[src/rtl/pll_seq_pkg.sv]
// Shared definitions for the clock multiplier change sequencer.
package pll_seq_pkg;
    localparam int unsigned RATIO_W = 8;

    typedef struct packed {
        logic [RATIO_W-1:0] num;
        logic [RATIO_W-1:0] den;
    } ratio_t;

    // Ratio reported during lock and in bypass: oscillator / 2.
    localparam ratio_t HALF_RATIO = '{num: RATIO_W'(1), den: RATIO_W'(2)};
endpackage

[src/rtl/pll_cfg_reg.sv]
// Multiplier code register. Decodes writes, stores the code and flags
// whether a write starts a lock interval (new non-zero code) or cancels
// one (new code 0). Assumes a single write port with no read strobe.
module pll_cfg_reg #(
    parameter int unsigned ADDR_W   = 4,
    parameter int unsigned DATA_W   = 16,
    parameter int unsigned CFG_W    = 4,
    parameter int unsigned CFG_ADDR = 0
) (
    input  logic              clk,
    input  logic              rst_n,
    input  logic              wr_en,
    input  logic [ADDR_W-1:0] wr_addr,
    input  logic [DATA_W-1:0] wr_data,
    output logic [CFG_W-1:0]  cfg_q,
    output logic              start_lock,
    output logic              cancel_lock
);
    localparam logic [ADDR_W-1:0] HIT_ADDR = ADDR_W'(CFG_ADDR);

    logic             hit;
    logic [CFG_W-1:0] new_code;
    logic             changed;
    logic             unused_hi_bits;

    // Decode the write and compare against the stored code.
    always_comb begin
        hit         = wr_en && (wr_addr == HIT_ADDR);
        new_code    = wr_data[CFG_W-1:0];
        changed     = new_code != cfg_q;
        start_lock  = hit && changed && (new_code != '0);
        cancel_lock = hit && changed && (new_code == '0);
    end

    assign unused_hi_bits = ^wr_data;

    // Store the code on an addressed write.
    always_ff @(posedge clk) begin
        if (!rst_n)   cfg_q <= '0;
        else if (hit) cfg_q <= new_code;
    end

    // a write elsewhere leaves the code alone.
    assert_foreign_write_R9: assert property (@(posedge clk) disable iff (!rst_n)
        (wr_en && wr_addr != HIT_ADDR) |=> $stable(cfg_q));
    // an addressed write lands in the register.
    assert_code_stored_R2: assert property (@(posedge clk) disable iff (!rst_n)
        hit |=> (cfg_q == $past(new_code)));
endmodule

[src/rtl/pll_lock_timer.sv]
// Lock interval timer. A start pulse loads the full count and raises busy
// on the next cycle; busy lasts exactly LOCK_CYCLES cycles. A cancel pulse
// clears it at once. Assumes start and cancel are never high together.
module pll_lock_timer #(
    parameter int unsigned LOCK_CYCLES = 131072
) (
    input  logic clk,
    input  logic rst_n,
    input  logic start_lock,
    input  logic cancel_lock,
    output logic busy
);
    localparam int unsigned CNT_W = $clog2(LOCK_CYCLES + 1);
    localparam logic [CNT_W-1:0] LOAD_VAL = CNT_W'(LOCK_CYCLES - 1);

    logic [CNT_W-1:0] remain;

    // Load, count down and retire the lock interval.
    always_ff @(posedge clk) begin
        if (!rst_n) begin
            busy   <= 1'b0;
            remain <= '0;
        end else if (cancel_lock) begin
            busy   <= 1'b0;
            remain <= '0;
        end else if (start_lock) begin
            busy   <= 1'b1;
            remain <= LOAD_VAL;
        end else if (busy) begin
            if (remain == '0) busy <= 1'b0;
            else              remain <= remain - 1'b1;
        end
    end

    // busy follows a start on the next cycle.
    assert_busy_after_start_R3: assert property (@(posedge clk) disable iff (!rst_n)
        start_lock |=> (busy && remain == LOAD_VAL));
    // busy only ends on an exhausted count or a cancel.
    assert_busy_end_R3: assert property (@(posedge clk) disable iff (!rst_n)
        $fell(busy) |-> ($past(remain) == '0 || $past(cancel_lock)));
    // a cancel leaves the timer idle.
    assert_cancel_idle_R6: assert property (@(posedge clk) disable iff (!rst_n)
        cancel_lock |=> !busy);
    // count stays inside the interval.
    assert_count_in_range_R3: assert property (@(posedge clk) disable iff (!rst_n)
        remain <= LOAD_VAL);
endmodule

[src/rtl/pll_ratio_select.sv]
// Output ratio selection. Reports oscillator/2 during lock or bypass,
// otherwise code/2. Assumes CFG_W does not exceed RATIO_W.
module pll_ratio_select #(
    parameter int unsigned CFG_W = 4
) (
    input  logic                          clk,
    input  logic                          rst_n,
    input  logic                          busy,
    input  logic [CFG_W-1:0]              cfg_q,
    output logic [pll_seq_pkg::RATIO_W-1:0] ratio_num,
    output logic [pll_seq_pkg::RATIO_W-1:0] ratio_den
);
    import pll_seq_pkg::*;

    ratio_t sel;

    // Choose between the fallback and the programmed multiplier.
    always_comb begin
        if (busy || cfg_q == '0) begin
            sel = HALF_RATIO;
        end else begin
            sel.num = RATIO_W'(cfg_q);
            sel.den = RATIO_W'(2);
        end
    end

    assign ratio_num = sel.num;
    assign ratio_den = sel.den;

    // fallback ratio throughout a lock interval.
    assert_fallback_in_lock_R4: assert property (@(posedge clk) disable iff (!rst_n)
        busy |-> (ratio_num == RATIO_W'(1) && ratio_den == RATIO_W'(2)));
    // bypass code never reports a multiplied ratio.
    assert_bypass_half_R6: assert property (@(posedge clk) disable iff (!rst_n)
        (cfg_q == '0) |-> (ratio_num == RATIO_W'(1)));
endmodule

[src/rtl/pll_ratio_sequencer.sv]
// Top of the clock multiplier change sequencer. Runs on the oscillator
// clock, holds the multiplier code, times the lock interval after a change
// and reports the system clock ratio. Assumes synchronous active-low reset.
module pll_ratio_sequencer #(
    parameter int unsigned ADDR_W      = 4,
    parameter int unsigned DATA_W      = 16,
    parameter int unsigned CFG_W       = 4,
    parameter int unsigned CFG_ADDR    = 0,
    parameter int unsigned LOCK_CYCLES = 131072
) (
    input  logic                            clk,
    input  logic                            rst_n,
    input  logic                            wr_en,
    input  logic [ADDR_W-1:0]               wr_addr,
    input  logic [DATA_W-1:0]               wr_data,
    output logic [CFG_W-1:0]                cfg_rdata,
    output logic                            lock_busy,
    output logic [pll_seq_pkg::RATIO_W-1:0] ratio_num,
    output logic [pll_seq_pkg::RATIO_W-1:0] ratio_den
);
    logic [CFG_W-1:0] cfg_q;
    logic             start_lock;
    logic             cancel_lock;

    pll_cfg_reg #(
        .ADDR_W(ADDR_W), .DATA_W(DATA_W), .CFG_W(CFG_W), .CFG_ADDR(CFG_ADDR)
    ) u_cfg (
        .clk(clk), .rst_n(rst_n), .wr_en(wr_en), .wr_addr(wr_addr),
        .wr_data(wr_data), .cfg_q(cfg_q), .start_lock(start_lock),
        .cancel_lock(cancel_lock)
    );

    pll_lock_timer #(.LOCK_CYCLES(LOCK_CYCLES)) u_timer (
        .clk(clk), .rst_n(rst_n), .start_lock(start_lock),
        .cancel_lock(cancel_lock), .busy(lock_busy)
    );

    pll_ratio_select #(.CFG_W(CFG_W)) u_sel (
        .clk(clk), .rst_n(rst_n), .busy(lock_busy), .cfg_q(cfg_q),
        .ratio_num(ratio_num), .ratio_den(ratio_den)
    );

    assign cfg_rdata = cfg_q;

    // rewriting the stored code leaves an idle timer idle.
    assert_same_code_no_lock_R7: assert property (@(posedge clk) disable iff (!rst_n)
        (wr_en && wr_addr == ADDR_W'(CFG_ADDR) && wr_data[CFG_W-1:0] == cfg_q && !lock_busy)
        |=> !lock_busy);
endmodule

[config.mk]
export PLATFORM = sky130hd
export DESIGN_NAME = pll_ratio_sequencer
export DESIGN_NICKNAME = d
export VERILOG_FILES = /design/src/rtl/pll_seq_pkg.sv /design/src/rtl/pll_cfg_reg.sv /design/src/rtl/pll_lock_timer.sv /design/src/rtl/pll_ratio_select.sv /design/src/rtl/pll_ratio_sequencer.sv
export SDC_FILE = /design/constraint.sdc
export NUM_CORES = 1
export LEC_CHECK = 0
export ABC_CLOCK_PERIOD_IN_PS = 4920
export BUFFER_PORTS_ARGS = -buffer_cell sky130_fd_sc_hd__buf_2
export CAP_MARGIN = 20
export CORE_MARGIN = 4
export CORE_UTILIZATION = 30
export CTS_CLUSTER_DIAMETER = 60
export DETAILED_ROUTE_END_ITERATION = 7
export GPL_ROUTABILITY_DRIVEN = 1
export PLACE_DENSITY_LB_ADDON = 0.12
export SLEW_MARGIN = 30
export SYNTH_ARGS = -nofsm -noshare
export SYNTH_HDL_FRONTEND = slang
export SYNTH_SLANG_ARGS = --single-unit
[constraint.sdc]
create_clock -name clk -period 4.92 [get_ports clk]
set_clock_uncertainty 0.2 [all_clocks]
set_input_delay 0 -clock clk [delete_from_list [all_inputs] [get_ports clk]]
set_output_delay 0 -clock clk [all_outputs]
set_load 0.01 [all_outputs]
# ---- Yosys cells after proc, flatten, opt, wreduce, memory -nomap -nowiden
# Cells that the tools add are included.
dict set report totals {
  ff_bits 23
  input_bits 23
  output_inout_bits 21
  wordCells 31
}
dict set report op_classes {
  add_sub_neg 1
  eq_ne 2
  mux 7
  bitwise 2
  n_reduce_logical 15
}
# cell n
set ops {}
lappend ops {{two-way mux 17 bit} 3}
lappend ops {{logical NOT 18 bit} 1}
lappend ops {{subtractor 18 x 1 -> 18 bit, second input constant} 1}
lappend ops {{logical NOT 4 bit} 3}
lappend ops {{two-way mux 12 bit} 1}
lappend ops {{logical AND 1 bit} 4}
lappend ops {{inequality test 4 bit} 1}
lappend ops {{AND reduction 2 bit} 2}
lappend ops {{nonzero test 4 bit} 1}
lappend ops {{two-way mux 1 bit} 3}
lappend ops {{OR reduction 3 bit} 1}
lappend ops {{inequality test 2 bit, second input constant} 1}
lappend ops {{inverter 1 bit} 2}
lappend ops {{nonzero test 2 bit} 1}
lappend ops {{OR reduction 2 bit} 1}
lappend ops {{logical OR 1 bit} 1}

# ---- Depth between registers and ports, before layout
dict set report depth {
  word_depth 6
  depth_mapped 8
  depth_no_buf 6
}

# ---- Modules after synthesis
# A second synthesis with hierarchy kept.
dict set report unflattened {
  cells_unflattened 173
  hier_area_um2 1460.2
}
# mod instances cells_per_inst area_each_um2 seq_area_each_um2
set modules_own_cells {}
lappend modules_own_cells {pll_lock_timer 1 127 1072.3 380.4}
lappend modules_own_cells {pll_cfg_reg 1 27 256.5 80.1}
lappend modules_own_cells {pll_ratio_select 1 19 131.4 0.0}

# ---- Worst setup path after synthesis
# No wires, ideal clock.
dict set report synth_path {
  path_kind {register to register}
  start {register u_timer.remain[10]}
  end {register u_timer.remain[17]}
  setup_ns 0.116
  t_arrival_ns 1.719
  required_time_ns 4.604
  slack_ns 2.885
  stages_incl_launch_ff 6
  n_path_buf 0
  period_less_slack_ns 2.035
  path_cell_list {dfxtp_1 -> or4_4 -> or4_4 -> nor3b_2 -> xor2_1 -> and3_1}
}
dict set report synth_via {
  elab_chain_cells 3
  elab_cells_between_ends 4
  classes_between {add/sub (1); bitwise (1); reduce/logical (2)}
}
# item line
set synth_lines {}
lappend synth_lines {{start, declared} pll_lock_timer.sv:16} ;# logic [CNT_W-1:0] remain;
lappend synth_lines {{start signal, assigned} pll_lock_timer.sv:31} ;# else remain <= remain - 1'b1;
lappend synth_lines {{branches (longest 3 deep; another with subtractor 18 x 1 -> 18 bit)} n/a}
# Parallel ways; which one is timed is not known.
# A chain may end at the register's enable or synchronous reset.

# ---- Final worst setup path
dict set report layout_path {
  start {register u_timer.remain[10]}
  end {register u_timer.remain[1]}
}
dict set report layout_via {
  elab_chain_cells 3
}
# item line
set layout_lines {}
lappend layout_lines {{logical NOT 18 bit} pll_lock_timer.sv:30} ;# if (remain == '0) busy <= 1'b0;
lappend layout_lines {{inequality test 2 bit (no source line)} n/a}
lappend layout_lines {{AND reduction 2 bit (no source line)} n/a}
# No other way between the ends.

==> results.py <==
metrics = {
    "run_status": {
        "status": "completed",
    },
    "power": {
        "p_clk_frac": 0.318,
        "p_sw_uw": 101,
        "p_leak_uw": 0.000606,
        "p_int_uw": 272,
        "p_comb_frac": 0.156,
        "swShare": 0.271,
        "vdd_drop_max_v": 0.000147,
        "p_per_area_nw_per_um2": 251,
        "p_seq_frac": 0.526,
    },
    "floorplan": {
        "die_h_um": 73.9,
        "chipWidth_um": 73.9,
        "core_area_um2": 4120,
        "pin_count": 44,
        "die_area_um2": 5460,
        "row_count": 23,
        "start_util": 0.317,
    },
    "clocking": {
        "insertion_delay_ns": 0.26,
        "cts_resized": 0,
        "cts-root-buf": "clkbuf_8",
        "cts_tree": "built",
        "htreeDepth": 1,
        "clockBufferDepth": 2,
        "post_cts.repair.setup_buffers": 0,
        "cts.sinks": 23,
        "cts_inserted_buffers": 3,
        "clk_pin_slew_worst_paths_ns": 0.08,
    },
    "cells_and_area": {
        "final_common_cell": "dfxtp_1",
        "mostFrequentLayoutCells": "dfxtp_1, buf_2, xor2_1, a21oi_1, conb_1",
        "multi_input_area_um2": 752,
        "nNetsFinal": 194,
        "fill_cells": 430,
        "drive_gt1_frac": 0.172,
        "fin_util": 0.361,
        "area_growth_pct": 13.8,
        "insertedDiodeCount": 0,
        "regArea_um2": 460,
    },
    "timing": {
        "drv_slew": 0,
        "setup_viol": 0,
        "fin_setup_tns_ns": 0,
        "tightestPinTransition_ns": 0.710,
        "fmax_mhz": 404,
        "hold_viol": 0,
        "rsz0062_at_grt": "false",
        "slew_headroom": 0.527,
        "fin_crit_ns": 2.48,
        "post-route-period-util": 0.503,
    },
    "global_route": {
        "grt_overflow_total": 0,
        "grt_pass1_wl_um": 4890,
        "antenna_found_initial": 0,
        "track_usage": 0.113,
        "grt_pass1_vias": 1009,
        "grt_max_degree": 19,
    },
    "worst_setup_path": {
        "worstPathMaxFanout": 8,
        "critPathCaptureType": "flip-flop",
        "path_class": "flip-flop to flip-flop",
        "crit_required_ns": 4.91,
        "cp-start-kind": "flip-flop",
        "cp.arrival_ns": 2.47,
    },
    "place": {
        "globalplace.congestion": 0.752,
        "place_hpwl_um": 2030,
        "portBuffers": 19,
    },
    "run": {
        "cap_violations": 0,
    },
    "logic_synthesis": {
        "postSynthCellCount": 147,
        "synth-seq-area-share": 0.353,
        "synth_area_leaders": "dfxtp_1, xor2_1, buf_4",
        "ys_ff_latch": 23,
        "yosys_warnings": 0,
        "syn_area_um2": 1300,
        "synth_top_area_share": 0.353,
        "yosysUniqueCellTypes": 42,
        "yosysTopAreaCell": "dfxtp_1",
        "syn_avg_cell_area_um2": 8.87,
    },
    "route": {
        "vias": 1066,
        "viasPerCell": 4.87,
        "initialDrtViolationCount": 20,
        "drc_errors": 0,
        "routed_wl_um": 2850,
        "wl_per_cell_um": 13.0,
        "drt.antenna.violating_nets": 0,
        "drtPass1Iterations": 4,
    },
    "hold_path": {
        "hold_path_class": "input port to flip-flop",
    },
}
==> what timing repair did <==
action                                  4_1_cts  5_1_grt
endpoints found under the hold margin         5        0
hold buffers                                  5        0
endpoints found under the setup margin        0        0
==> layout make-up <==
cell class              count  share of cell area
multi-input cells         114               0.507
clock buffers               4              0.0304
well taps                  50              0.0422
inverters                   3             0.00759
flip-flops and latches     23               0.310
repair buffers             25               0.103
==> Yosys cell counts (all sizes together) <==
library cell,instances
dfxtp,23
a21oi,15
xor2,15
buf,14
nor2b,8
nand2,6
nand4,5
nor4,5
mux2i,4
nor3,4
a31oi,3
clkbuf,3
inv,3
nor2,3
o21ai,3
or4,3
xnor2,3
and2,2
and3,2
conb,2
nand2b,2
nand3b,2
nor3b,2
o211ai,2
or3,2
ha,1
mux2,1
nand3,1
nand4b,1
o211a,1
o21a,1
o21bai,1
o31ai,1
o41ai,1
or3b,1
or4b,1
==> per-layer routing <==
| metal | wire, um | track usage | share of wire |
|---|---|---|---|
| met5 | 0 | 0 | 0 |
| met4 | 40 | 0.0382 | 0.014 |
| met3 | 119 | 0.0233 | 0.042 |
| met2 | 1360 | 0.187 | 0.48 |
| met1 | 1330 | 0.147 | 0.47 |
==> sequential cells by signal, indices dropped and copies added (netlist names) <==
| register | cells |
|---|---|
| u_cfg.cfg_q | 4 |
| u_timer.remain | 18 |
| u_timer.busy | 1 |
==> through the flow <==
stage	setup slack [ns]	cell area [um2]	power, uW	hold WS, ns	std cells
5_1_grt	2.22	1480	396	0.124	219
3_3_place_gp	2.47	1390	256	0.103	210
2_1_floorplan	2.89	1340	246	-0.0718	157
6_report	2.44	1480	373	0.0995	219
3_5_place_dp	2.44	1390	256	0.0944	210
4_1_cts	2.40	1480	380	0.0942	219
==> power groups by stage <==
stage	Clock [uW]	Sequential, uW	Combinational (uW)
floorplan	0	200	46.4
global placement	0	201	55.2
detailed placement	0	201	55.8
CTS	125	196	58.6
global route	134	197	65.0
finish	119	196	58.2
==> worst max-delay path: stages, from the launching register on <==
cell and delay (ns):
dfxtp_1 0.37, nor4_1 0.52, nand4_1 0.42, o21ai_1 0.39, mux2_2 0.37, a21oi_1 0.13
==> kinds of logic (layout without fill, tap and decap cells) <==
group	after synthesis	count (layout)	share of synthesized area
AO/OA/AOI/OAI	28	28	0.127
XOR/XNOR	18	18	0.121
adder cells (fa/ha/maj)	1	1	0.00960
buffers and inverters	20	32	0.0988
flip-flops	23	23	0.353
multiplexers	5	5	0.0393
other	2	12	0.00576
AND/OR/NAND/NOR	50	50	0.246
==> worst paths after layout <==
path	start	endpoint	slack [ns]	cells past startpoint
max	u_timer.remain[10]	u_timer.remain[1]	2.44	5
min	wr_data[0]	u_timer.busy	0.1	4
min reg2reg	u_timer.remain[8]	u_timer.remain[8]	0.32	2
max reg2reg	u_timer.remain[10]	u_timer.remain[1]	2.44	5
No activity file was read; power rests on OpenSTA's default activity.
